**config.mk**
```make
export PLATFORM = sky130hd
export DESIGN_NAME = wrs_sched
export DESIGN_NICKNAME = d
export VERILOG_FILES = /design/src/rtl/wrs_pkg.sv /design/src/rtl/wrs_cfg.sv /design/src/rtl/wrs_ffs.sv /design/src/rtl/wrs_sched.sv
export SDC_FILE = /design/constraint.sdc
export NUM_CORES = 1
export LEC_CHECK = 0
export CORE_AREA = 2 2 152 169
export CTS_CLUSTER_SIZE = 16
export DETAILED_ROUTE_END_ITERATION = 8
export DIE_AREA = 0 0 154 171
export DONT_BUFFER_PORTS = 1
export GPL_ROUTABILITY_DRIVEN = 0
export SYNTH_ARGS = -nofsm -noshare
export SYNTH_HDL_FRONTEND = slang
export SYNTH_HIERARCHICAL = 1
export SYNTH_SLANG_ARGS = --single-unit
```
**constraint.sdc**
```tcl
create_clock -name clk -period 3.2 [get_ports clk]
set_clock_uncertainty 0.15 [all_clocks]
set_input_delay 0.64 -clock clk [delete_from_list [all_inputs] [get_ports clk]]
set_output_delay 0.64 -clock clk [all_outputs]
set_load 0.02 [all_outputs]
```
**src/rtl/wrs_pkg.sv**
```systemverilog
package wrs_pkg;

    localparam int ROUNDS  = 8;
    localparam int RW      = 3;
    localparam int LVL_W   = 4;
    localparam logic [LVL_W-1:0] LVL_STRICT = 4'd9;

    // Participation pattern per service level; bits spread evenly over rounds.
    function automatic logic [ROUNDS-1:0] level_mask(input logic [LVL_W-1:0] lv);
        logic [ROUNDS-1:0] m;
        case (lv)
            4'd0:    m = 8'h00;
            4'd1:    m = 8'h01;
            4'd2:    m = 8'h11;
            4'd3:    m = 8'h49;
            4'd4:    m = 8'h55;
            4'd5:    m = 8'h57;
            4'd6:    m = 8'h77;
            4'd7:    m = 8'h7F;
            default: m = 8'hFF;
        endcase
        return m;
    endfunction

endpackage

```
**src/rtl/wrs_cfg.sv**
```systemverilog
module wrs_cfg
    import wrs_pkg::*;
#(
    parameter int NQ = 8,
    parameter int QW = 3
) (
    input  logic                      clk,
    input  logic                      rst_n,
    input  logic                      we,
    input  logic [QW-1:0]             sel,
    input  logic [LVL_W-1:0]          level,
    output logic [NQ-1:0][ROUNDS-1:0] mask,
    output logic [NQ-1:0]             strict,
    output logic                      err
);

    typedef struct packed {
        logic [NQ-1:0][LVL_W-1:0] lvl;
        logic                     err;
    } cfg_st_t;

    cfg_st_t st_d, st_q;
    logic    bad_lvl;

    assign bad_lvl = level > LVL_STRICT;

    always_comb begin
        st_d     = st_q;
        st_d.err = we && bad_lvl;
        if (we) begin
            st_d.lvl[sel] = bad_lvl ? 4'd8 : level;
        end
    end

    always_ff @(posedge clk) begin
        if (!rst_n) begin
            st_q <= '0;
        end else begin
            st_q <= st_d;
        end
    end

    // Strict class is the unbroken run of level-9 queues from queue 0.
    always_comb begin
        for (int i = 0; i < NQ; i++) begin
            mask[i] = level_mask(st_q.lvl[i]);
            if (i == 0) begin
                strict[i] = st_q.lvl[i] == LVL_STRICT;
            end else begin
                strict[i] = strict[i-1] && (st_q.lvl[i] == LVL_STRICT);
            end
        end
    end

    assign err = st_q.err;

    p_err_flag_r8: assert property (@(posedge clk) disable iff (!rst_n)
        (we && level > LVL_STRICT) |=> err);

    p_err_quiet_r8: assert property (@(posedge clk) disable iff (!rst_n)
        !(we && level > LVL_STRICT) |=> !err);

endmodule

```
**src/rtl/wrs_ffs.sv**
```systemverilog
module wrs_ffs #(
    parameter int N = 8,
    parameter int W = 3
) (
    input  logic [N-1:0] vec,
    output logic         found,
    output logic [W-1:0] idx
);

    always_comb begin
        found = 1'b0;
        idx   = '0;
        for (int i = N - 1; i >= 0; i--) begin
            if (vec[i]) begin
                found = 1'b1;
                idx   = W'(i);
            end
        end
    end

endmodule

```
**src/rtl/wrs_sched.sv**
```systemverilog
module wrs_sched
    import wrs_pkg::*;
#(
    parameter int NQ = 8,
    localparam int QW = (NQ > 1) ? $clog2(NQ) : 1
) (
    input  logic             clk,
    input  logic             rst_n,
    input  logic             cfg_we,
    input  logic [QW-1:0]    cfg_qsel,
    input  logic [LVL_W-1:0] cfg_level,
    output logic             cfg_err,
    input  logic [NQ-1:0]    q_has_data,
    output logic [NQ-1:0]    grant,
    output logic             grant_vld
);

    localparam int FW = QW + 1;

    typedef struct packed {
        logic [NQ-1:0] grant;
        logic          vld;
        logic [RW-1:0] round;
        logic [FW-1:0] from;
    } sch_st_t;

    sch_st_t st_d, st_q;

    logic [NQ-1:0][ROUNDS-1:0] mask;
    logic [NQ-1:0]             strict;
    logic [NQ-1:0]             s_vec, c_vec, n_vec;
    logic                      s_found, c_found, n_found;
    logic [QW-1:0]             s_idx, c_idx, n_idx;
    logic [RW-1:0]             round_nx;

    wrs_cfg #(.NQ(NQ), .QW(QW)) u_cfg (
        .clk    (clk),
        .rst_n  (rst_n),
        .we     (cfg_we),
        .sel    (cfg_qsel),
        .level  (cfg_level),
        .mask   (mask),
        .strict (strict),
        .err    (cfg_err)
    );

    assign round_nx = st_q.round + 3'd1;

    always_comb begin
        for (int i = 0; i < NQ; i++) begin
            s_vec[i] = strict[i] && q_has_data[i];
            c_vec[i] = !strict[i] && q_has_data[i] && mask[i][st_q.round]
                       && (FW'(i) >= st_q.from);
            n_vec[i] = !strict[i] && q_has_data[i] && mask[i][round_nx];
        end
    end

    wrs_ffs #(.N(NQ), .W(QW)) u_ffs_strict (.vec(s_vec), .found(s_found), .idx(s_idx));
    wrs_ffs #(.N(NQ), .W(QW)) u_ffs_cur    (.vec(c_vec), .found(c_found), .idx(c_idx));
    wrs_ffs #(.N(NQ), .W(QW)) u_ffs_next   (.vec(n_vec), .found(n_found), .idx(n_idx));

    always_comb begin
        st_d       = st_q;
        st_d.grant = '0;
        st_d.vld   = 1'b0;
        if (s_found) begin
            st_d.grant[s_idx] = 1'b1;
            st_d.vld          = 1'b1;
        end else if (c_found) begin
            st_d.grant[c_idx] = 1'b1;
            st_d.vld          = 1'b1;
            st_d.from         = FW'(c_idx) + FW'(1);
        end else if (n_found) begin
            st_d.grant[n_idx] = 1'b1;
            st_d.vld          = 1'b1;
            st_d.round        = round_nx;
            st_d.from         = FW'(n_idx) + FW'(1);
        end else begin
            st_d.round        = round_nx;
        end
    end

    always_ff @(posedge clk) begin
        if (!rst_n) begin
            st_q <= '0;
        end else begin
            st_q <= st_d;
        end
    end

    assign grant     = st_q.grant;
    assign grant_vld = st_q.vld;

    p_onehot_r7: assert property (@(posedge clk) disable iff (!rst_n)
        grant_vld |-> $countones(grant) == 1);

    p_idle_zero_r7: assert property (@(posedge clk) disable iff (!rst_n)
        !grant_vld |-> grant == '0);

    p_ptr_hold_r7: assert property (@(posedge clk) disable iff (!rst_n)
        !grant_vld |-> st_q.from == $past(st_q.from));

    p_strict_first_r3: assert property (@(posedge clk) disable iff (!rst_n)
        (|$past(strict & q_has_data)) |-> (grant_vld && ((grant & $past(strict)) != '0)));

    p_round_step_r6: assert property (@(posedge clk) disable iff (!rst_n)
        (st_q.round == $past(st_q.round)) || (st_q.round == $past(st_q.round) + 3'd1));

endmodule

```
* After elaboration in Yosys (flattened, before gate mapping)
Memory sizes are Yosys's and may differ from the RTL's. A register that Yosys moved wholly into a read port is not among the register bits.
Index checks and enable logic that the tools add are counted.
** Cells by class
- Add/subtract/negate cells :: 3
- Order comparisons :: 19
- Equal/unequal tests :: 8
- Mux-type cells :: 119
- Bitwise logic cells :: 2
- Reduce and logical (&&, ||, !) cells :: 63
** Operators with widths (count)
- 2-to-1 mux 3 bit :: 40
- 2-to-1 mux 8 bit :: 8
- logical AND 1 bit :: 52
- binary-select mux 1 bit (select 3 bit) :: 16
- 2-to-1 mux 1 bit :: 43
- bitwise mux 32 bit :: 1
- equality test 4 bit, second input constant :: 8
- 2-to-1 mux 9 bit :: 3
- less-than comparator 3 x 4 -> 1 bit, second input constant :: 6
- greater-or-equal comparator 3 x 4 -> 1 bit, first input constant :: 4
- 2-to-1 mux 4 bit :: 4
- demux 4 bit (select 3 bit) :: 1
- greater-or-equal comparator 3 x 1 -> 1 bit, second input constant :: 4
- demux 1 bit (select 3 bit) :: 3
- adder 3 x 1 -> 4 bit, second input constant :: 2
- greater-or-equal comparator 1 x 4 -> 1 bit, first input constant :: 2
- greater-or-equal comparator 2 x 4 -> 1 bit, first input constant :: 2
- logical NOT 1 bit :: 8
- greater-than comparator 4 bit, second input constant :: 1
- AND reduction 2 bit :: 2
- adder 3 x 1 -> 3 bit, second input constant :: 1
- inverter 1 bit :: 2
- nonzero test 2 bit :: 1
** Storage, ports and cells
- Register bits after elaboration :: 49
- Memory bits (read-only) :: 448
- Input bits :: 18
- Output and inout port bits :: 10
- Word-level logic and storage cells :: 235
- Memories :: 8
** Memories
- (no name shown) :: words 8, width 7, rd ports 1, clocked after memory_dff 1, write ports 0, RTL line wrs_pkg.sv:11 : case (lv)
- (no name shown) :: words 8, width 7, rd ports 1, clocked after memory_dff 1, write ports 0, RTL line wrs_pkg.sv:11
- (no name shown) :: words 8, width 7, rd ports 1, clocked after memory_dff 1, write ports 0, RTL line wrs_pkg.sv:11
- (no name shown) :: words 8, width 7, rd ports 1, clocked after memory_dff 1, write ports 0, RTL line wrs_pkg.sv:11
- (no name shown) :: words 8, width 7, rd ports 1, clocked after memory_dff 1, write ports 0, RTL line wrs_pkg.sv:11
- (no name shown) :: words 8, width 7, rd ports 1, clocked after memory_dff 1, write ports 0, RTL line wrs_pkg.sv:11
- +2 memories

* Longest topological paths before layout
Gate-level depths: netlist of run 1.
- Depth in word-level cells :: 26
- Mapped depth :: 15
- Gate-level depth less buffers :: 14

* Cells and area by module
Netlist of run 1, hierarchy kept.
** Modules (own cells, without submodules)
- wrs_cfg :: instances 1, cells an instance 394, area each 3659.8 um^2
- wrs_sched :: instances 1, cells an instance 265, area each 2182.1 um^2
- wrs_ffs :: instances 3, cells an instance 13, area each 80.1 um^2

* Worst setup path after synthesis of run 1
OpenSTA, ideal clock, no wires.
- Path kind :: flip-flop to flip-flop
- Start point :: register u_cfg/st_q[6] in the netlist's numbering
- End point :: register, netlist name st_q[2]
- Arrival time :: 3.021 ns
- Data required time :: 2.935 ns
- Path slack :: -0.086 ns
- Stages on the path, launching flop included :: 15
- Path buffers :: 1
- Period minus slack after synthesis :: 3.286 ns
- Cell sequence :: dfxtp_1 > and4bb_2 > nand4_1 > nor2_1 > nand2b_1 > or3b_2 > a211oi_1 > nor4_1 > nand2_1 > buf_2 > mux2_2 > ha_1 > xor2_1 > o21ai_0 > and2_1
** RTL lines
- from (decl) :: RTL line wrs_cfg.sv:22 : cfg_st_t st_d, st_q;
- from (signal assigned) :: RTL line wrs_cfg.sv:39 : st_q <= st_d;

* Final worst setup path of run 1
- Start point :: register u_cfg/st_q[11] in the netlist's numbering
- End point :: register st_q (netlist bit grant[6])
** On the way
- Elaborated cells on any way between the ends :: 109
- Those cells by class :: 6 x order compare; 1 x eq/ne; 57 x mux; 45 x reduce/logical
** RTL lines
- equality test 4 bit :: RTL line wrs_cfg.sv:50 : strict[i] = strict[i-1] && (st_q.lvl[i] == LVL_STRICT);
- logical AND 1 bit (5 in a row) :: RTL line wrs_cfg.sv:50
- named net strict[6] :: RTL line wrs_sched.sv:30 : logic [NQ-1:0] strict;
- logical NOT 1 bit :: RTL line wrs_sched.sv:52 : c_vec[i] = !strict[i] && q_has_data[i] && mask[i][st_q.round]
- logical AND 1 bit (2 in a row) :: RTL line wrs_sched.sv:52
- logical AND 1 bit :: RTL line wrs_sched.sv:53 : && (FW'(i) >= st_q.from);
- named net c_vec[6] :: RTL line wrs_sched.sv:31 : logic [NQ-1:0] s_vec, c_vec, n_vec;
- 2-to-1 mux 1 bit (7 in a row) :: RTL line wrs_ffs.sv:14 : if (vec[i]) begin
- named net c_found :: RTL line wrs_sched.sv:32 : logic s_found, c_found, n_found;
- 2-to-1 mux 9 bit :: RTL line wrs_sched.sv:69 : end else if (c_found) begin
- 2-to-1 mux 9 bit :: RTL line wrs_sched.sv:66 : if (s_found) begin
- to (signal assigned) :: RTL line wrs_sched.sv:87 : st_q <= st_d;
- to (decl) :: RTL line wrs_sched.sv:27 : sch_st_t st_d, st_q;
The timed path passes the listed nets, and every way through them passes these cells.
A chain may end at the register's enable or synchronous reset.

==> run_results.csv, run 1 <==
group,metric,value,unit
clock_tree,cts_tree,"built",
drt,drt_wl_total,16800,um
setup_path,arrival,3.31,ns
setup_path,crit_path_top_delay_cell,"nor4bb_4",
synthesis,synthTopCellsByArea,"dfxtp_1 (35%), or2_2 (6.1%), mux2_2 (5.9%)",
global_route,globalRouteOverflowTotal,0,
global_route,grt_max_degree,71,
clock_tree,cts_buffer_depth,2,
synthesis,synth_edf_count,0,
synthesis,synth_top_area_share,34.6,%
drt,drc,0,
layout,drive_gt1_share,34.5,%
clock_tree,h-tree-depth,3,
sta,rsz0062_at_grt,"true",
clock_tree,cts_root_buffer,"clkbuf_16",
global_route,grt_use_total,12.3,%
drt,routed_via_density,4.98,
sta,period_minus_slack,3.18,ns
layout,fin_nets,749,
drt,drtIter0Drc,387,
clock_tree,clk-insertion-delay-late,0.36,ns
global_route,antenna_found_initial,0,
layout,n_antenna_cell,0,
layout,design_area,0.00747,mm2
clock_tree,cts.sink_count,105,
synthesis,ys_seq_area_share,34.6,%
die,core_area,0.0248,mm2
sta,fin_ws,0.0212,ns
layout,area_growth,22.8,%
power,p_leak,3.05,nW
synthesis,synth.distinct_cells,63,
sta,slew_headroom,42.5,%
setup_path,worstPathCellList,"nor4bb_4, nand4_1, buf_6, nor3_2, nand2b_4, a311o_1, a211oi_2, buf_4, nor4_4, nand2_2, buf_6, nor3b_2, and3_1, a31oi_1, o22ai_1",
clock_tree,numCtsBuffers,9,
setup_path,crit_type,"reg -> reg",
power,ir_drop,0.470,mV
synthesis,synth_cells,698,
die,die_x,154,um
synthesis,synth_top_area_cell,"dfxtp_1",
place,port_buffers,0,
layout,fillCellCount,2527,
sta,hold-worst-slack,0.252,ns
global_route,grt_pass1_wl,25800,um
setup_path,critPathMaxStageDelay,0.35,ns
drt,vias,5221,
layout,seqCellArea,0.00211,mm2
synthesis,synth_async_sr_flop_share,0,%
clock_tree,clkSlewWorstSetupHoldPaths,0.07,ns
layout,mostFrequentLayoutCells,"dfxtp_1 (99), buf_4 (69), or2_2 (59)",
synthesis,ys_ff_latch,105,
place,place_ws,-0.443,ns
sta,worst_pin_slew,0.861,ns
sta,final_hold_viol_count,0,
synthesis,synth_area_per_cell,8.71,um2
global_route,grt_pass1_vias,4873,
setup_path,crit_fanout,4,
layout,final_common_cell,"dfxtp_1",
sta,slew_viol_final,0,
die,pin_count,28,
drt,firstDrtPassIters,7,
layout,multi_input_area,0.00392,mm2
power,power_density,766,mW/mm2
layout,fin_util,30.1,%
synthesis,synth.cell_area,0.00608,mm2
drt,postRouteAntennaNets,0,
place,placed_area,0.00669,mm2
die,row_count,61,
synthesis,synth_top_flop_cell,"dfxtp_1",
setup_path,critPathCaptureType,"register",
drt,wl_per_cell,16.0,um
setup_path,cp_data_required_time,3.33,ns
worst_hold_path,min_path_type,"in -> reg",
job,maxCapViolCount,0,
synthesis,ys_warn_count,6,
sta,max_freq,315,MHz
sta,period_share,99.3,%
die,start_util,24.5,%
run_status,status,"finished, final reports clean",
die,dieArea,0.0263,mm2
sta,setup_viol,0,
synthesis,syn-num-nets,718,
setup_path,path_common_cell,"buf_6",
place,dp_hpwl,12000,um
setup_path,cp_top_family,"simple AND/OR/NAND/NOR gates",
setup_path,crit_buf_inv,3,
die,dieHeight,171,um
setup_path,cp-start-kind,"register",
final cells by class:
| class | instances | area share, % |
|---|---|---|
| clock buffer | 10 | 3.20 |
| clock inverter | 6 | 0.988 |
| inverter | 22 | 1.11 |
| multi-input combinational | 514 | 52.5 |
| sequential | 105 | 28.3 |
| tap | 315 | 5.28 |
| timing repair buffer | 77 | 8.66 |
worst reg2reg max path: cells and delay by family, from the launching register on:
family,cells,cell delay [ns]
buffers and inverters,3,0.48
AND/OR/NAND/NOR,8,1.77
flip-flops,1,0.33
AO/OA/AOI/OAI,4,0.37
per-layer routing:
metal	up-vias	wire (um)	share of wire, %	global-route usage, %
met5	-	0	0	0
met3	18	798	4.8	2.43
li1	2612	-	-	-
met4	0	299	1.8	4.47
met1	2478	7870	47	15.9
met2	113	7790	46	20.4
Yosys cell counts (9+ instances only):
master / count
a21oi_1: 21
a22oi_1: 11
and2_1: 15
nand4_1: 14
nand3_1: 19
or2_2: 59
mux2i_1: 34
nand2b_1: 9
nand2_1: 52
buf_4: 22
o21ai_0: 35
a211oi_1: 20
clkbuf_1: 15
buf_2: 11
nor2b_1: 33
dfxtp_1: 105
nor4_1: 12
o22ai_1: 15
inv_1: 19
nor2_1: 21
mux2_2: 32
metrics by stage:
step	cells	total power, mW	TNS (ns)
floorplan	698	3.22	0
finish	1049	5.72	0
detailed placement	1027	4.02	-4.42
global placement	1027	4.01	-2.82
CTS	1045	5.28	0
global route	1049	6.06	-1.16
worst paths after layout:
path	startpoint	endpoint	depth (start not counted)	slack (ns)
worst max-delay path	u_cfg/st_q[11]$_SDFFE_PN0P_	grant[6]$_SDFF_PN0_	15	0.02
worst min-delay path	cfg_we	u_cfg/err$_SDFF_PN0_	2	0.25
worst max register to register	u_cfg/st_q[11]$_SDFFE_PN0P_	grant[6]$_SDFF_PN0_	15	0.02
worst min register to register	u_cfg/st_q[29]$_SDFFE_PN0P_	u_cfg/st_q[29]$_SDFFE_PN0P_	2	0.41
power breakdown:
group / leakage [nW] / internal (mW) / switching [mW] / total, mW
clock network: 0.153 / 0.641 / 0.531 / 1.17
logic: 2.04 / 1.49 / 1.55 / 3.04
registers: 0.853 / 1.40 / 0.110 / 1.51
total: 3.05 / 3.53 / 2.19 / 5.72
what timing repair did:
item,in CTS,in global routing
endpoints found under the hold margin,0,0
pin swaps,6,26
gates resized for setup,21,67
hold buffers,0,0
endpoints found under the setup margin,16,15
buffers inserted,2,4
cloned,0,1
kinds of logic after synthesis:
family	after synthesis	synth area share, %
muxes	67	11.8
adders and majority gates	2	0.411
AOI/OAI and AO/OA	161	18.1
DFF	105	34.6
and+or+nand+nor	280	27.4
xor gates and xnor gates	4	0.700
buffers and inverters	79	7.08
Power figures use the tool's default switching activity.
==> run 2: changes to the inputs <==
--- a/config.mk
+++ b/config.mk
@@ -11,6 +11,7 @@
 export DIE_AREA = 0 0 154 171
 export DONT_BUFFER_PORTS = 1
 export GPL_ROUTABILITY_DRIVEN = 0
+export RECOVER_POWER = 100
 export SYNTH_ARGS = -nofsm -noshare
 export SYNTH_HDL_FRONTEND = slang
 export SYNTH_HIERARCHICAL = 1
==> run 2 against run 1 <==
  * Die area stayed put
  * Via count stayed put
  * Combinational power hardly changed
  * Cell count stayed put
  * Register-to-register slack hardly changed
  * Core utilization hardly changed
  * Clock-buffer cell count stayed put
  * Worst setup slack better by 0.010 ns
  * Fmax is 0.33% higher
  * Clock power hardly changed
  * Critical path depth is 2 higher
  * First-iteration DRC count is 8.5% higher
  * Largest power group unchanged
==> run_results.csv, run 2 (same netlist as run 1, synthesis figures left out) <==
group,metric,value,unit
run_status,status,"finished, final reports clean",
layout,drive_gt1_share,32.8,%
setup_path,cp_data_required_time,3.31,ns
layout,design_area,0.00746,mm2
place,port_buffers,0,
global_route,grt_pass1_vias,4873,
sta,final_hold_viol_count,0,
setup_path,path_common_cell,"buf_4",
global_route,grt_use_total,12.3,%
global_route,grt_pass1_wl,25800,um
clock_tree,numCtsBuffers,9,
die,start_util,24.5,%
layout,final_common_cell,"dfxtp_1",
setup_path,r2r_start,"u_cfg/st_q[6]$_SDFFE_PN0P_",
sta,max_freq,316,MHz
setup_path,crit_fanout,4,
setup_path,crit_type,"reg -> reg",
clock_tree,clkSlewWorstSetupHoldPaths,0.07,ns
sta,period_minus_slack,3.17,ns
clock_tree,cts_buffer_depth,2,
layout,n_antenna_cell,0,
worst_hold_path,min_path_type,"in -> reg",
drt,postRouteAntennaNets,0,
die,dieHeight,171,um
layout,final_cells,1049,
die,row_count,61,
drt,routed_via_density,4.98,
drt,vias,5221,
setup_path,cp-startpoint,"u_cfg/st_q[6]$_SDFFE_PN0P_",
power,p_total,5.72,mW
sta,slew_viol_final,0,
layout,area_growth,22.7,%
drt,wl_per_cell,16.0,um
clock_tree,cts_hold_buf,0,
setup_path,crit_buf_inv,5,
drt,drt_wl_total,16800,um
layout,fillCellCount,2529,
die,die_x,154,um
layout,mostFrequentLayoutCells,"dfxtp_1 (99), buf_4 (68), or2_2 (59)",
setup_path,critPathCaptureType,"register",
die,dieArea,0.0263,mm2
setup_path,critPathMaxStageDelay,0.33,ns
drt,drtIter0Drc,420,
layout,fin_nets,749,
global_route,globalRouteOverflowTotal,0,
power,p_leak,3.02,nW
place,placed_area,0.00669,mm2
setup_path,cp_top_family,"simple AND/OR/NAND/NOR gates",
sta,setup_viol,0,
job,maxCapViolCount,0,
clock_tree,h-tree-depth,3,
power,ir_drop,0.470,mV
worst_hold_path,worstHoldStart,"cfg_we",
clock_tree,cts_root_buffer,"clkbuf_16",
power,power_density,767,mW/mm2
setup_path,cp-start-kind,"register",
setup_path,crit_path_top_delay_cell,"dfxtp_2",
sta,worst_pin_slew,0.890,ns
setup_path,worstPathCellList,"and4bb_2, nand4_1, buf_6, nor3_2, nand2b_4, buf_4, nor4_1, buf_4, inv_1, a21oi_2, o41ai_2, buf_4, mux2_2, ha_4, xor2_1, o21ai_1, and2_1",
drt,drc,0,
clock_tree,cts.sink_count,105,
clock_tree,clk-insertion-delay-late,0.36,ns
die,pin_count,28,
global_route,grt_max_degree,71,
clock_tree,cts_tree,"built",
sta,slew_headroom,40.5,%
sta,period_share,99.0,%
place,dp_hpwl,12000,um
place,dp_cells,1027,
setup_path,arrival,3.28,ns
layout,fin_util,30.1,%
die,core_area,0.0248,mm2
drt,firstDrtPassIters,8,
sta,rsz0062_at_grt,"true",
global_route,antenna_found_initial,0,
## run 2: cell count changes in the layout (fill, tap and decap cells not counted), moves of 2 or more
| cell | delta |
|---|---|
| mux2_2 | -7 |
| o311ai_0 | +3 |
| inv_2 | -3 |
| o311ai_1 | -3 |
| and2_0 | +2 |
| and2_1 | -2 |
| clkinv_1 | +2 |
| mux2_1 | +8 |
## run 2: timing repair
item                                    in CTS  in global routing
setup buffers                                2                  4
endpoints found under the setup margin      16                 15
pin swaps                                    6                 26
gates resized for setup                     21                 67
cloned                                       0                  1
## run 2: per-layer routing
metal	track usage [%]	routed length, um
met1	15.9	7820
met2	20.4	7760
met3	2.43	866
met4	4.47	327
met5	0	0
## run 2: metrics by stage
stage                     hold WS [ns]  TNS [ns]  setup slack, ns
after floorplan                  0.342         0         0.000527
after CTS                        0.243         0          0.00640
after global routing             0.252     -1.16           -0.169
final                            0.252         0           0.0316
after global placement           0.378     -2.82           -0.269
after detailed placement         0.387     -4.42           -0.443
## run 2: cell type report
| class | instances | area, um2 | share of cell area [%] |
|---|---|---|---|
| clock buffer | 10 | 239 | 3.20 |
| multi-input combinational | 514 | 3920 | 52.5 |
| sequential | 105 | 2110 | 28.3 |
| tap | 315 | 394 | 5.28 |
| clock inverter | 6 | 73.8 | 0.989 |
| inverter | 22 | 82.6 | 1.11 |
| timing repair buffer | 77 | 643 | 8.62 |
## run 2: report_power, final
| group | internal, mW | switching [mW] |
|---|---|---|
| Sequential | 1.40 | 0.110 |
| Combinational | 1.49 | 1.55 |
| Clock | 0.641 | 0.533 |
## run 2: final timing paths
kind / end / slack (ns) / cells past startpoint
worst min register to register: u_cfg/st_q[29]$_SDFFE_PN0P_ / 0.40 / 2
worst min-delay path: u_cfg/err$_SDFF_PN0_ / 0.25 / 2
worst max register to register: st_q[2]$_SDFFE_PN0P_ / 0.03 / 17
worst max-delay path: st_q[2]$_SDFFE_PN0P_ / 0.03 / 17
==> run 3: changes to the inputs <==
==> constraint.sdc (replaced) <==
create_clock -name clk -period 3.2 [get_ports clk]
set_clock_uncertainty 0.15 [all_clocks]
set_input_delay 0.32 -clock clk [delete_from_list [all_inputs] [get_ports clk]]
set_output_delay 0.32 -clock clk [all_outputs]
set_load 0.02 [all_outputs]
==> run 3 against run 2 <==
  * Cell count up 0.48%
  * Clock-buffer cell count stayed put
  * Register-to-register slack got worse by 0.02 ns
  * Sequential power is essentially flat
  * Critical path type unchanged
  * Non-clock buffer count grew 5
  * Combinational power about the same
  * Core utilization is 0.17 points higher
  * Final area increased by 0.55%
  * Critical path depth shrank 2
  * Global-route usage grew 0.33 points
  * Highest routed layer unchanged
  * Clock power about the same
==> run_results.csv, run 3 (same netlist as run 1, synthesis figures left out) <==
group,metric,value,unit
run_status,status,"finished, final reports clean",
clock_tree,clkSlewWorstSetupHoldPaths,0.07,ns
power,seqPwrFrac,26.3,%
sta,slew_viol_final,0,
clock_tree,cts_root_buffer,"clkbuf_16",
drt,firstDrtPassIters,5,
power,clock_power_share,20.4,%
global_route,grt_use_total,12.7,%
power,ir_drop,0.470,mV
global_route,grt_use_met3,2.25,%
drt,postRouteAntennaNets,0,
worst_hold_path,min_path_cells,1,
layout,drive_gt1_share,32.1,%
power,intPower,3.53,mW
sta,period_share,99.7,%
clock_tree,clk-insertion-delay-late,0.36,ns
die,pin_count,28,
clock_tree,h-tree-depth,3,
drt,drc,0,
drt,wl_per_cell,16.4,um
global_route,gr-usage-met2,20.9,%
clock_tree,cts_buffer_depth,2,
clock_tree,cts.sink_count,105,
setup_path,rr_worst_depth,15,
job,maxCapViolCount,0,
setup_path,r2r-end,"grant[6]$_SDFF_PN0_",
sta,rsz0062_at_grt,"true",
setup_path,crit_fanout,4,
layout,fin_nets,754,
die,die_x,154,um
setup_path,critPathCaptureType,"register",
place,port_buffers,0,
power,p_comb_share,53.3,%
layout,area_growth,23.4,%
setup_path,cp_data_required_time,3.33,ns
setup_path,regToRegSetupSlack,0.009,ns
layout,n_antenna_cell,0,
global_route,top_usage_layer,"met2",
drt,vias,5296,
power,p_switching,2.20,mW
place,dp_hpwl,12000,um
die,core_area,0.0248,mm2
die,start_util,24.5,%
sta,max_freq,313,MHz
clock_tree,numCtsBuffers,9,
die,dieArea,0.0263,mm2
sta,worst_pin_slew,0.919,ns
clock_tree,cts_tree,"built",
global_route,use_met1,16.6,%
setup_path,crit_type,"reg -> reg",
setup_path,cp-startpoint,"u_cfg/st_q[11]$_SDFFE_PN0P_",
power,swShare,38.4,%
global_route,globalRouteOverflowTotal,0,
sta,slew_headroom,38.6,%
power,power_density,764,mW/mm2
sta,setup_viol,0,
global_route,grt_pass1_wl,26400,um
sta,final_hold_viol_count,0,
layout,final_cells,1054,
drt,drt_wl_total,17200,um
setup_path,r2r_start,"u_cfg/st_q[11]$_SDFFE_PN0P_",
die,dieHeight,171,um
global_route,grt_max_degree,53,
drt,drtIter0Drc,441,
worst_hold_path,worstHoldStart,"cfg_level[0]",
place,dp_cells,1027,
die,row_count,61,
power,p_leak,3.02,nW
layout,mostFrequentLayoutCells,"dfxtp_1 (99), buf_4 (63), or2_2 (59)",
worst_hold_path,min_path_type,"in -> reg",
global_route,antenna_found_initial,0,
setup_path,arrival,3.32,ns
global_route,grt_pass1_vias,4936,
sta,hold-worst-slack,0.0118,ns
layout,final_common_cell,"dfxtp_1",
drt,routed_via_density,5.02,
setup_path,cp-start-kind,"register",
sta,period_minus_slack,3.19,ns
## run 3: changes by cell type in the layout (fill, tap and decap cells not counted), sizes merged
cell,change
clkbuf,+5
buf,-4
dlygate4sd3,+4
## run 3: area by class of cell
class | count | area, um2
Fill cell | 2529 | 17300
Multi-Input combinational cell | 514 | 3920
Sequential cell | 105 | 2110
Timing Repair Buffer | 82 | 684
Tap cell | 315 | 394
Clock buffer | 10 | 239
Inverter | 22 | 82.6
Clock inverter | 6 | 73.8
## run 3: through the flow
| step | TNS, ns | power (mW) | area, um2 | utilization (%) | setup slack, ns |
|---|---|---|---|---|---|
| 2_1_floorplan | 0 | 3.22 | 6100 | - | 0.000527 |
| 3_3_place_gp | -2.82 | 4.01 | 6690 | 27.0 | -0.269 |
| 3_5_place_dp | -4.42 | 4.02 | 6690 | 27.0 | -0.443 |
| 4_1_cts | 0 | 5.30 | 7170 | 28.9 | 0.00640 |
| 5_1_grt | -1.16 | 6.08 | 7500 | 30.3 | -0.169 |
| 6_report | 0 | 5.74 | 7500 | 30.3 | 0.00857 |
## run 3: worst max path at each step
stage	slack, ns	cells past startpoint	end
3_3_place_gp	-0.27	14	st_q[2]$_SDFFE_PN0P_
2_1_floorplan	0.0005	14	st_q[2]$_SDFFE_PN0P_
6_report	0.009	15	grant[6]$_SDFF_PN0_
5_1_grt	-0.17	16	st_q[1]$_SDFFE_PN0P_
3_5_place_dp	-0.44	14	grant[6]$_SDFF_PN0_
4_1_cts	0.006	16	st_q[2]$_SDFFE_PN0P_
## run 3: routing by layer
metal / up-vias / part of all wire, %
li1: 2626 / -
met1: 2523 / 47
met2: 127 / 46
met3: 20 / 5.0
met4: 0 / 1.8
met5: - / 0
## run 3: repair_timing
| item | in CTS | in global routing |
|---|---|---|
| endpoints found under the hold margin | 36 | 0 |
| gates cloned | 0 | 1 |
| pin swaps | 6 | 26 |
| setup buffers | 2 | 4 |
| gates resized for setup | 21 | 67 |
| hold buffers | 5 | 0 |
| endpoints found under the setup margin | 16 | 15 |
## run 3: power groups by stage
| stage | Clock, mW | Combinational [mW] | Sequential, mW |
|---|---|---|---|
| 5_1_grt | 1.24 | 3.32 | 1.52 |
| 2_1_floorplan | 0 | 1.75 | 1.47 |
| 4_1_cts | 1.20 | 2.60 | 1.51 |
| 6_report | 1.17 | 3.06 | 1.51 |
| 3_3_place_gp | 0 | 2.48 | 1.53 |
| 3_5_place_dp | 0 | 2.49 | 1.53 |
## run 3: worst max-delay path, stage by stage (launching register included)
cell      delay [ns]
dfxtp_2         0.33
nor4bb_4        0.35
nand4_1         0.16
buf_6           0.17
nor3_2          0.22
nand2b_4        0.17
a311o_1         0.12
a211oi_2        0.05
buf_4           0.16
nor4_4          0.20
nand2_2         0.14
buf_6           0.15
nor3b_2         0.33
and3_1          0.21
a31oi_1         0.04
o22ai_1         0.16
